<file path="config.mk">
export PLATFORM = sky130hd
export DESIGN_NAME = sram_dual_cs_ctrl
export DESIGN_NICKNAME = d
export VERILOG_FILES = /design/src/rtl/sram_ctrl_pkg.sv /design/src/rtl/sram_phase_cnt.sv /design/src/rtl/sram_turn_guard.sv /design/src/rtl/sram_pin_decode.sv /design/src/rtl/sram_dual_cs_ctrl.sv
export SDC_FILE = /design/constraint.sdc
export NUM_CORES = 1
export LEC_CHECK = 0
export ABC_CLOCK_PERIOD_IN_PS = 2500
export CAP_MARGIN = 20
export CORE_ASPECT_RATIO = 1.2
export CORE_MARGIN = 5
export CORE_UTILIZATION = 30
export CTS_CLUSTER_DIAMETER = 50
export DETAILED_ROUTE_END_ITERATION = 10
export PLACE_DENSITY = 0.72
export SETUP_SLACK_MARGIN = 0.3
export SYNTH_ARGS = -nofsm -noshare
export SYNTH_HDL_FRONTEND = slang
export SYNTH_SLANG_ARGS = --single-unit
</file>
<file path="constraint.sdc">
create_clock -name clk -period 2.5 [get_ports clk]
set_input_delay 0.625 -clock clk [delete_from_list [all_inputs] [get_ports clk]]
set_output_delay 0.625 -clock clk [all_outputs]
set_load 0.02 [all_outputs]
</file>
<file path="src/rtl/sram_ctrl_pkg.sv">
// Package shared by the SRAM sequencer: the controller's state encoding.
// Assumes nothing beyond a two-bit state register.
package sram_ctrl_pkg;
    typedef enum logic [1:0] {
        ST_IDLE    = 2'd0,
        ST_ACCESS  = 2'd1,
        ST_PARKED  = 2'd2,
        ST_WAKE    = 2'd3
    } ctrl_state_e;
endpackage

</file>
<file path="src/rtl/sram_phase_cnt.sv">
// Phase counter for one timed window (an access, or the wake-up delay).
// It restarts at zero when clr is high, counts up and saturates at LEN-1.
// It presents both the registered phase and the value it will hold next,
// so that pins can be registered from the next state.
// Assumes LEN >= 2.
module sram_phase_cnt #(
    parameter int LEN = 7,
    localparam int PW = (LEN > 1) ? $clog2(LEN) : 1
) (
    input  logic          clk,
    input  logic          rst_n,
    input  logic          clr,
    output logic [PW-1:0] phase_q,
    output logic [PW-1:0] phase_nxt,
    output logic          at_last
);
    localparam logic [PW-1:0] LAST = PW'(LEN - 1);

    // Next phase: restart, else step up until saturated.
    always_comb begin
        if (clr)                 phase_nxt = '0;
        else if (phase_q == LAST) phase_nxt = phase_q;
        else                     phase_nxt = phase_q + 1'b1;
    end

    assign at_last = (phase_q == LAST);

    // Phase register.
    always_ff @(posedge clk) begin
        if (!rst_n) phase_q <= LAST;
        else        phase_q <= phase_nxt;
    end

    // the phase never passes the end of the window.
    a_r3_phase_in_window: assert property (@(posedge clk) disable iff (!rst_n)
        phase_q <= LAST);
endmodule

</file>
<file path="src/rtl/sram_turn_guard.sv">
// Bus turnaround guard. After a read ends, it counts the cycles during
// which the memory may still drive the data bus, and reports when our
// own pad may be enabled. Assumes read_end is a single-cycle pulse on
// the edge that closes a read.
module sram_turn_guard #(
    parameter int TURN_CYC = 3,
    localparam int TW = $clog2(TURN_CYC + 1)
) (
    input  logic clk,
    input  logic rst_n,
    input  logic read_end,
    output logic turn_ok
);
    localparam logic [TW-1:0] FULL = TW'(TURN_CYC);
    logic [TW-1:0] cnt_q;

    // Cycles since oe_n was released, counting the first idle cycle as 1.
    always_ff @(posedge clk) begin
        if (!rst_n)            cnt_q <= FULL;
        else if (read_end)     cnt_q <= TW'(1);
        else if (cnt_q < FULL) cnt_q <= cnt_q + 1'b1;
    end

    assign turn_ok = (cnt_q >= FULL);

    // a fresh read end always closes the window for at least one cycle.
    a_r8_guard_closes: assert property (@(posedge clk) disable iff (!rst_n)
        read_end && (TURN_CYC > 1) |=> !turn_ok);
endmodule

</file>
<file path="src/rtl/sram_pin_decode.sv">
// Maps controller state, operation and access phase onto memory pin levels.
// Pure combinational logic: the top registers its outputs. It assumes the
// phase counts 0..ACC_CYC-1 across an access.
module sram_pin_decode
    import sram_ctrl_pkg::*;
#(
    parameter int ACC_CYC = 7,
    parameter int WE_CYC  = 4,
    localparam int PW = (ACC_CYC > 1) ? $clog2(ACC_CYC) : 1
) (
    input  ctrl_state_e   state,
    input  logic          is_write,
    input  logic [PW-1:0] phase,
    output logic          cs1_n,
    output logic          cs2,
    output logic          oe_n,
    output logic          we_n,
    output logic          dq_oe
);
    localparam logic [PW-1:0] WE_FIRST = PW'(ACC_CYC - 1 - WE_CYC);
    localparam logic [PW-1:0] WE_LAST  = PW'(ACC_CYC - 2);

    logic in_we_window;
    assign in_we_window = (phase >= WE_FIRST) && (phase <= WE_LAST);

    // Pin levels for each controller state.
    always_comb begin
        cs1_n = 1'b1;
        cs2   = 1'b1;
        oe_n  = 1'b1;
        we_n  = 1'b1;
        dq_oe = 1'b0;
        unique case (state)
            ST_ACCESS: begin
                cs1_n = 1'b0;
                oe_n  = is_write;
                we_n  = !(is_write && in_we_window);
                dq_oe = is_write;
            end
            ST_PARKED: cs2 = 1'b0;
            default: ;
        endcase
    end
endmodule

</file>
<file path="src/rtl/sram_dual_cs_ctrl.sv">
// Sequencer for an external asynchronous SRAM with one active-low and one
// active-high select. It runs one access at a time from a valid/ready request,
// times every strobe in clock cycles, holds writes back after reads until
// the bus has turned around, and parks the memory for retention.
// Assumes req_write/req_addr/req_wdata are stable while req_valid waits, and
// that the clock period times ACC_CYC covers the memory's cycle time.
module sram_dual_cs_ctrl
    import sram_ctrl_pkg::*;
#(
    parameter int ADDR_W   = 17,
    parameter int DATA_W   = 8,
    parameter int ACC_CYC  = 7,
    parameter int WE_CYC   = 4,
    parameter int TURN_CYC = 3
) (
    input  logic              clk,
    input  logic              rst_n,
    input  logic              req_valid,
    output logic              req_ready,
    input  logic              req_write,
    input  logic [ADDR_W-1:0] req_addr,
    input  logic [DATA_W-1:0] req_wdata,
    output logic              rsp_done,
    output logic [DATA_W-1:0] rsp_rdata,
    input  logic              ret_req,
    output logic              ret_active,
    output logic [ADDR_W-1:0] mem_addr,
    output logic              mem_cs1_n,
    output logic              mem_cs2,
    output logic              mem_oe_n,
    output logic              mem_we_n,
    output logic [DATA_W-1:0] mem_dq_out,
    output logic              mem_dq_oe,
    input  logic [DATA_W-1:0] mem_dq_in
);
    localparam int PW = (ACC_CYC > 1) ? $clog2(ACC_CYC) : 1;
    localparam int OW = $clog2(TURN_CYC + 2);

    ctrl_state_e   st_q, st_nxt;
    logic          op_wr_q, op_wr_nxt;
    logic          accept, turn_ok, ph_last, read_end;
    logic [PW-1:0] ph_q, ph_nxt;
    logic          d_cs1_n, d_cs2, d_oe_n, d_we_n, d_dq_oe;

    assign accept    = req_valid && req_ready;
    assign req_ready = (st_q == ST_IDLE) && !ret_req && (!req_write || turn_ok);
    assign read_end  = (st_q == ST_ACCESS) && ph_last && !op_wr_q;
    assign op_wr_nxt = accept ? req_write : op_wr_q;
    assign ret_active = (st_q == ST_PARKED);

    // Next-state choice; retention is taken before any new access.
    always_comb begin
        st_nxt = st_q;
        unique case (st_q)
            ST_IDLE:   if (ret_req) st_nxt = ST_PARKED;
                       else if (accept) st_nxt = ST_ACCESS;
            ST_ACCESS: if (ph_last) st_nxt = ST_IDLE;
            ST_PARKED: if (!ret_req) st_nxt = ST_WAKE;
            ST_WAKE:   if (ret_req) st_nxt = ST_PARKED;
                       else if (ph_last) st_nxt = ST_IDLE;
            default:   st_nxt = ST_IDLE;
        endcase
    end

    sram_phase_cnt #(.LEN(ACC_CYC)) u_phase (
        .clk       (clk),
        .rst_n     (rst_n),
        .clr       (st_nxt != st_q),
        .phase_q   (ph_q),
        .phase_nxt (ph_nxt),
        .at_last   (ph_last)
    );

    sram_turn_guard #(.TURN_CYC(TURN_CYC)) u_turn (
        .clk      (clk),
        .rst_n    (rst_n),
        .read_end (read_end),
        .turn_ok  (turn_ok)
    );

    sram_pin_decode #(.ACC_CYC(ACC_CYC), .WE_CYC(WE_CYC)) u_pins (
        .state    (st_nxt),
        .is_write (op_wr_nxt),
        .phase    (ph_nxt),
        .cs1_n    (d_cs1_n),
        .cs2      (d_cs2),
        .oe_n     (d_oe_n),
        .we_n     (d_we_n),
        .dq_oe    (d_dq_oe)
    );

    // State and latched operation type.
    always_ff @(posedge clk) begin
        if (!rst_n) begin
            st_q    <= ST_IDLE;
            op_wr_q <= 1'b0;
        end else begin
            st_q    <= st_nxt;
            op_wr_q <= op_wr_nxt;
        end
    end

    // Registered strobes, so the memory sees clean edges.
    always_ff @(posedge clk) begin
        if (!rst_n) begin
            mem_cs1_n <= 1'b1;
            mem_cs2   <= 1'b1;
            mem_oe_n  <= 1'b1;
            mem_we_n  <= 1'b1;
            mem_dq_oe <= 1'b0;
        end else begin
            mem_cs1_n <= d_cs1_n;
            mem_cs2   <= d_cs2;
            mem_oe_n  <= d_oe_n;
            mem_we_n  <= d_we_n;
            mem_dq_oe <= d_dq_oe;
        end
    end

    // Address and write byte are loaded on acceptance and held until the next one.
    always_ff @(posedge clk) begin
        if (!rst_n) begin
            mem_addr   <= '0;
            mem_dq_out <= '0;
        end else if (accept) begin
            mem_addr   <= req_addr;
            mem_dq_out <= req_wdata;
        end
    end

    // Completion pulse and read capture on the last access cycle.
    always_ff @(posedge clk) begin
        if (!rst_n) begin
            rsp_done  <= 1'b0;
            rsp_rdata <= '0;
        end else begin
            rsp_done <= (st_q == ST_ACCESS) && ph_last;
            if (read_end) rsp_rdata <= mem_dq_in;
        end
    end

    // Checker state: cycles for which oe_n has been high, saturating.
    logic [OW-1:0] oe_hi_cnt;
    always_ff @(posedge clk) begin
        if (!rst_n)                        oe_hi_cnt <= OW'(TURN_CYC);
        else if (!mem_oe_n)                oe_hi_cnt <= '0;
        else if (oe_hi_cnt < OW'(TURN_CYC)) oe_hi_cnt <= oe_hi_cnt + 1'b1;
    end

    a_r2_ready_only_deselected: assert property (@(posedge clk) disable iff (!rst_n)
        req_ready |-> mem_cs1_n);
    a_r5_we_needs_select: assert property (@(posedge clk) disable iff (!rst_n)
        !mem_we_n |-> (!mem_cs1_n && mem_cs2 && mem_oe_n));
    a_r6_drive_only_in_write: assert property (@(posedge clk) disable iff (!rst_n)
        mem_dq_oe |-> (!mem_cs1_n && mem_oe_n));
    a_r7_addr_held: assert property (@(posedge clk) disable iff (!rst_n)
        (!mem_cs1_n && $past(!mem_cs1_n)) |-> $stable(mem_addr));
    a_r8_turnaround: assert property (@(posedge clk) disable iff (!rst_n)
        $rose(mem_dq_oe) |-> (oe_hi_cnt >= OW'(TURN_CYC)));
    a_r9_parked_pins: assert property (@(posedge clk) disable iff (!rst_n)
        ret_active |-> (mem_cs1_n && !mem_cs2 && mem_we_n && mem_oe_n && !req_ready));
    a_r12_done_single: assert property (@(posedge clk) disable iff (!rst_n)
        rsp_done |=> !rsp_done);
    a_r4_done_after_select: assert property (@(posedge clk) disable iff (!rst_n)
        rsp_done |-> ($past(!mem_cs1_n) && mem_cs1_n));
endmodule

</file>
# Yosys cells after proc, flatten, opt, wreduce, memory -nomap -nowiden
# Index checks and enable logic that the tools add are counted.
[classes]
add_sub_neg = 2
magnitude_cmp = 4
n_eq_ne = 7
mux = 13
bitwise_logic = 1
reduce_logical = 16
[ops]
columns = ["op", "n"]
rows = [
  ["$mux W2", 7],
  ["$pmux W2 S4", 1],
  ["$logic_and A1 B1 Y1", 7],
  ["$eq A2 B2 Y1 const B", 3],
  ["$mux W3", 2],
  ["$eq A2 B1 Y1 const B", 2],
  ["$logic_not A1 Y1", 4],
  ["$add A3 B1 Y3 const B", 1],
  ["$eq A3 B3 Y1 const B", 1],
  ["$ge A3 B2 Y1 const B", 1],
  ["$le A3 B3 Y1 const B", 1],
  ["$mux W1", 3],
  ["$add A2 B1 Y2 const B", 1],
  ["$ge A2 B2 Y1 const B", 1],
  ["$logic_not A2 Y1", 1],
  ["$lt A2 B2 Y1 const B", 1],
  ["$ne A2 B2 Y1", 1],
  ["$reduce_and A2 Y1", 1],
  ["$reduce_bool A2 Y1", 1],
  ["$reduce_or A2 Y1", 1],
  ["$logic_or A1 B1 Y1", 1],
  ["$not A1 Y1", 1],
]
[word_totals]
register_bits = 47
input_bits = 38
word_cells = 57

# Logic depth before layout (Yosys ltp)
[logic_depth]
word_depth = 13
ltp_mapped = 7
depth_no_buf = 7

# Cells and area by module
# Synthesis repeated with hierarchy kept, for this count alone.
[hier_totals]
hier_cells = 216
area_unflattened_um2 = 1981.9
[by_module_without_submodules]
columns = ["mod", "instances", "cells_each", "area_per_inst_um2", "seq_area_each_um2"]
rows = [
  ["sram_dual_cs_ctrl", 1, 184, 1677.9, 840.8],
  ["sram_phase_cnt", 1, 18, 170.2, 60.1],
  ["sram_turn_guard", 1, 7, 83.8, 40.0],
  ["sram_pin_decode", 1, 7, 50.0, 0.0],
]

# Worst setup path after synthesis
# Ideal clock, no wire load.
[synth_timing]
kind = "input -> output"
start = "input req_write"
end = "output req_ready"
arrival_time_ns = 1.431
required_ns = 1.875
slack_ns = 0.444
path_stages = 2
cell_sequence = "nor2b_1 > nor4_1"
[synth_via]
elab_chain_len = 3
[synth_lines]
columns = ["item", "line_no", "source"]
rows = [
  ["from (decl)", "sram_dual_cs_ctrl.sv:20", "input logic req_write,"],
  ["$logic_not A1 Y1", "sram_dual_cs_ctrl.sv:46", "assign req_ready = (st_q == ST_IDLE) && !ret_req && (!req_write || turn_ok);"],
  ["$logic_or A1 B1 Y1", "sram_dual_cs_ctrl.sv:46", ""],
  ["$logic_and A1 B1 Y1", "sram_dual_cs_ctrl.sv:46", ""],
  ["to (decl)", "sram_dual_cs_ctrl.sv:19", "output logic req_ready,"],
]
# No other way between the ends.

# Final worst setup path
[layout_timing]
start = "register st_q[0]"
end = "output ret_active"
[layout_via]
elab_chain_len = 1
[layout_lines]
columns = ["item", "line_no", "source"]
rows = [
  ["from (decl)", "sram_dual_cs_ctrl.sv:39", "ctrl_state_e st_q, st_nxt;"],
  ["from (signal assigned)", "sram_dual_cs_ctrl.sv:98", "st_q <= st_nxt;"],
  ["$eq A2 B2 Y1", "sram_dual_cs_ctrl.sv:49", "assign ret_active = (st_q == ST_PARKED);"],
  ["to (decl)", "sram_dual_cs_ctrl.sv:26", "output logic ret_active,"],
]
# No other way between the ends.

==> impl_metrics.csv <==
group,metric,value,unit
outcome,outcome,"finished clean",
cts,cts.sinks,47,
worst_setup_path,critPathMaxFanout,11,
logic_synthesis,synth_cells,197,
drt,first_pass_iters,3,
logic_synthesis,yosys-top-cells-area,"dfxtp_1 54%, nand2_1 12%, a21oi_1 7.5%, mux2i_1 5.8%, nor2_1 2.4%",
layout,area_delta_synth_final,59.9,%
timing,period_share,84.0,%
timing,finalHoldViolCount,0,
global_routing,gr-usage-met1,13.2,%
global_routing,use_met2,22.2,%
logic_synthesis,synth_flop_cell,"dfxtp_1",
timing,fmax,476,MHz
logic_synthesis,ys_warn_count,0,
placed_design,port_buffers,78,
worst_setup_path,cp-end-kind,"output port",
global_routing,antenna_found_initial,0,
worst_setup_path,reg2regPathDepth,7,
timing,layout_setup_ws,0.400,ns
logic_synthesis,yosysTopAreaCellShare,54.3,%
timing,tns,0,ns
timing,slew_violations,0,
worst_setup_path,r2r-start,"u_turn.cnt_q[0]$_SDFFE_PP1N_",
logic_synthesis,yosysTopAreaCell,"dfxtp_1",
layout,final_common_cell,"clkdlybuf4s50_1",
global_routing,busiest_layer,"met2",
global_routing,grt_pass1_wl,7.27,mm
min_path,holdCritPathClass,"flop to flop",
global_routing,grt_overflow_total,0,
cts,clock_latency,0.29,ns
logic_synthesis,async_reset_ff_share,0,%
power,leakage,0.00103,uW
floorplanning,fp.dieW,79.4,um
drt,avgViaCountPerCell,4.63,
drt,drt_iter0_markers,21,
layout,nets,326,
worst_setup_path,critPathLaunchType,"flop",
drt,routed_wl,4.48,mm
worst_setup_path,timing.rr.end,"mem_we_n$_SDFF_PN1_",
power,peakVddDrop,0.000398,V
drt,wl_per_cell,12.8,um
min_path,min_path_cells,2,
layout,final_cell_mix,"75 x clkdlybuf4s50_1, 54 x nand2_1, 46 x dfxtp_1, 26 x a21oi_1, 13 x buf_4",
floorplanning,coreArea,0.00563,sq mm
cts,cts_tree,"done",
timing,setup_viol_count_final,0,
flow_run,maxCapViolCount,0,
timing,skew,0.00757,ns
logic_synthesis,syn_area,0.00173,sq mm
logic_synthesis,ys_ff_latch,47,
worst_setup_path,reg2reg_slack,0.54,ns
floorplanning,die-area,0.00740,sq mm
global_routing,grt_pass1_vias,1637,
logic_synthesis,synth_cell_type_count,24,
placed_design,gp_congestion,0.776,
global_routing,grt_max_degree,26,
floorplanning,start_util,30.8,%
cts,cts.htree.levels,2,
drt,num_vias,1620,
global_routing,grt_util_met3,4.43,%
cts,cts_root_buf,"clkbuf_8",
cts,cts_max_path_buffers,2,
layout,drive_above_1_share,9.79,%
power,power_density,663,mW/mm^2
layout,finish.utilization,49.2,%
timing,worst_pin_slew,0.385,ns
global_routing,grt_usage,12.3,%
logic_synthesis,avgSynthCellArea,8.79,sq um
placed_design,hpwlAfterDp,3.30,mm
timing,rsz0062_at_grt,"no",
timing,timing.max_slew.rel_slack,74.3,%
worst_setup_path,arrival,1.47,ns
min_path,min_from,"mem_addr[14]$_SDFFE_PN0P_",
worst_setup_path,required,1.88,ns
drt,drc,0,
layout,antennaDiodeCount,0,
drt,ant_nets,0,
timing,holdWs,0.453,ns
floorplanning,fp.dieH,93.2,um
floorplanning,rows,30,
min_path,holdPathEnd,"mem_addr[14]$_SDFFE_PN0P_",
logic_synthesis,seq_area_frac_synth,54.3,%
logic_synthesis,synth_nets,238,
placed_design,pre_cts_ws,-0.123,ns
cts,cts_made_buffers,5,
floorplanning,num_io_pins,79,
timing,period_needed,2.10,ns
logic_synthesis,synth-edff-count,0,
cts,clk_pin_slew,0.07,ns
worst_setup_path,path_class,"flop to output port",
cts,cts_hold_buf,0,
==> state kept, by name (all words and copies together) (netlist names), 2 cells and up <==
name	count
mem_addr	17
mem_dq_out	8
rsp_rdata	8
st_q	2
u_phase.phase_q	3
u_turn.cnt_q	2
==> through the flow <==
step	cells	cell area, sq um	power (uW)
final	350	2770	1840
after global placement	341	2650	1400
after floorplan	197	1730	1170
after CTS	349	2730	1850
after detailed placement	341	2650	1410
after global routing	350	2770	1960
==> how the worst max path moves through the flow <==
stage,slack (ns),cells after the start,endpoint,start
final,0.40,2,ret_active,st_q[0]$_SDFF_PN0_
after global routing,0.31,2,ret_active,st_q[0]$_SDFF_PN0_
after CTS,0.34,4,req_ready,req_write
after detailed placement,-0.12,4,req_ready,req_write
after global placement,-0.15,4,req_ready,req_write
after floorplan,0.44,2,req_ready,req_write
==> cells by family (layout without fill, tap and decap cells) <==
| family | count (synthesis) | after routing | synth area share [%] |
|---|---|---|---|
| xor+xnor | 3 | 3 | 1.52 |
| compound gates | 34 | 34 | 10.6 |
| fa+ha+maj | 3 | 3 | 2.17 |
| mux | 10 | 10 | 5.78 |
| buf+inv | 15 | 104 | 3.47 |
| simple gates | 85 | 85 | 22.1 |
| flops | 47 | 47 | 54.3 |
==> critical path, stage by stage (launching register included) <==
cell and delay [ns]:
dfxtp_1 0.56, nor2b_1 0.09, clkdlybuf4s50_1 0.55
==> what timing repair did <==
item                                    CTS  global route
setup buffers                             0             1
pin swaps                                 0             2
endpoints found under the setup margin    3            20
resized for setup                         7             8
gates cloned                              0             0
==> per-layer routing <==
| layer | vias up | routed length (um) |
|---|---|---|
| met5 | - | 0 |
| met1 | 733 | 1850 |
| met4 | 0 | 49 |
| met2 | 59 | 2220 |
| li1 | 822 | - |
| met3 | 6 | 363 |
==> area by class of cell <==
class                      count  area [sq um]
fill                         547          2860
sequential                    47           945
clock buffer                   7          76.3
timing repair buffer          93           901
tap                           64          80.1
clock inverter                 1          5.00
multi-input combinational    135           751
inverter                       3          11.3
==> report_power, final <==
part | switching [uW] | leakage [uW] | internal (uW) | total [uW]
Sequential | 50.3 | 0.000384 | 821 | 871
Clock | 234 | 0.0000422 | 196 | 430
Combinational | 256 | 0.000605 | 279 | 535
Total | 539 | 0.00103 | 1300 | 1840
==> cell usage after synthesis (2+ instances only) <==
cell,n
nor3_1,5
a21oi_1,26
o21ai_0,5
nand3b_1,2
nand2_1,54
buf_2,3
nor2_1,11
ha_1,3
or4_1,2
clkbuf_1,9
xnor2_1,3
nand2b_1,2
nand3_1,2
inv_1,3
dfxtp_1,47
mux2i_1,10
nor2b_1,3
No activity file was read; power rests on OpenSTA's default activity.
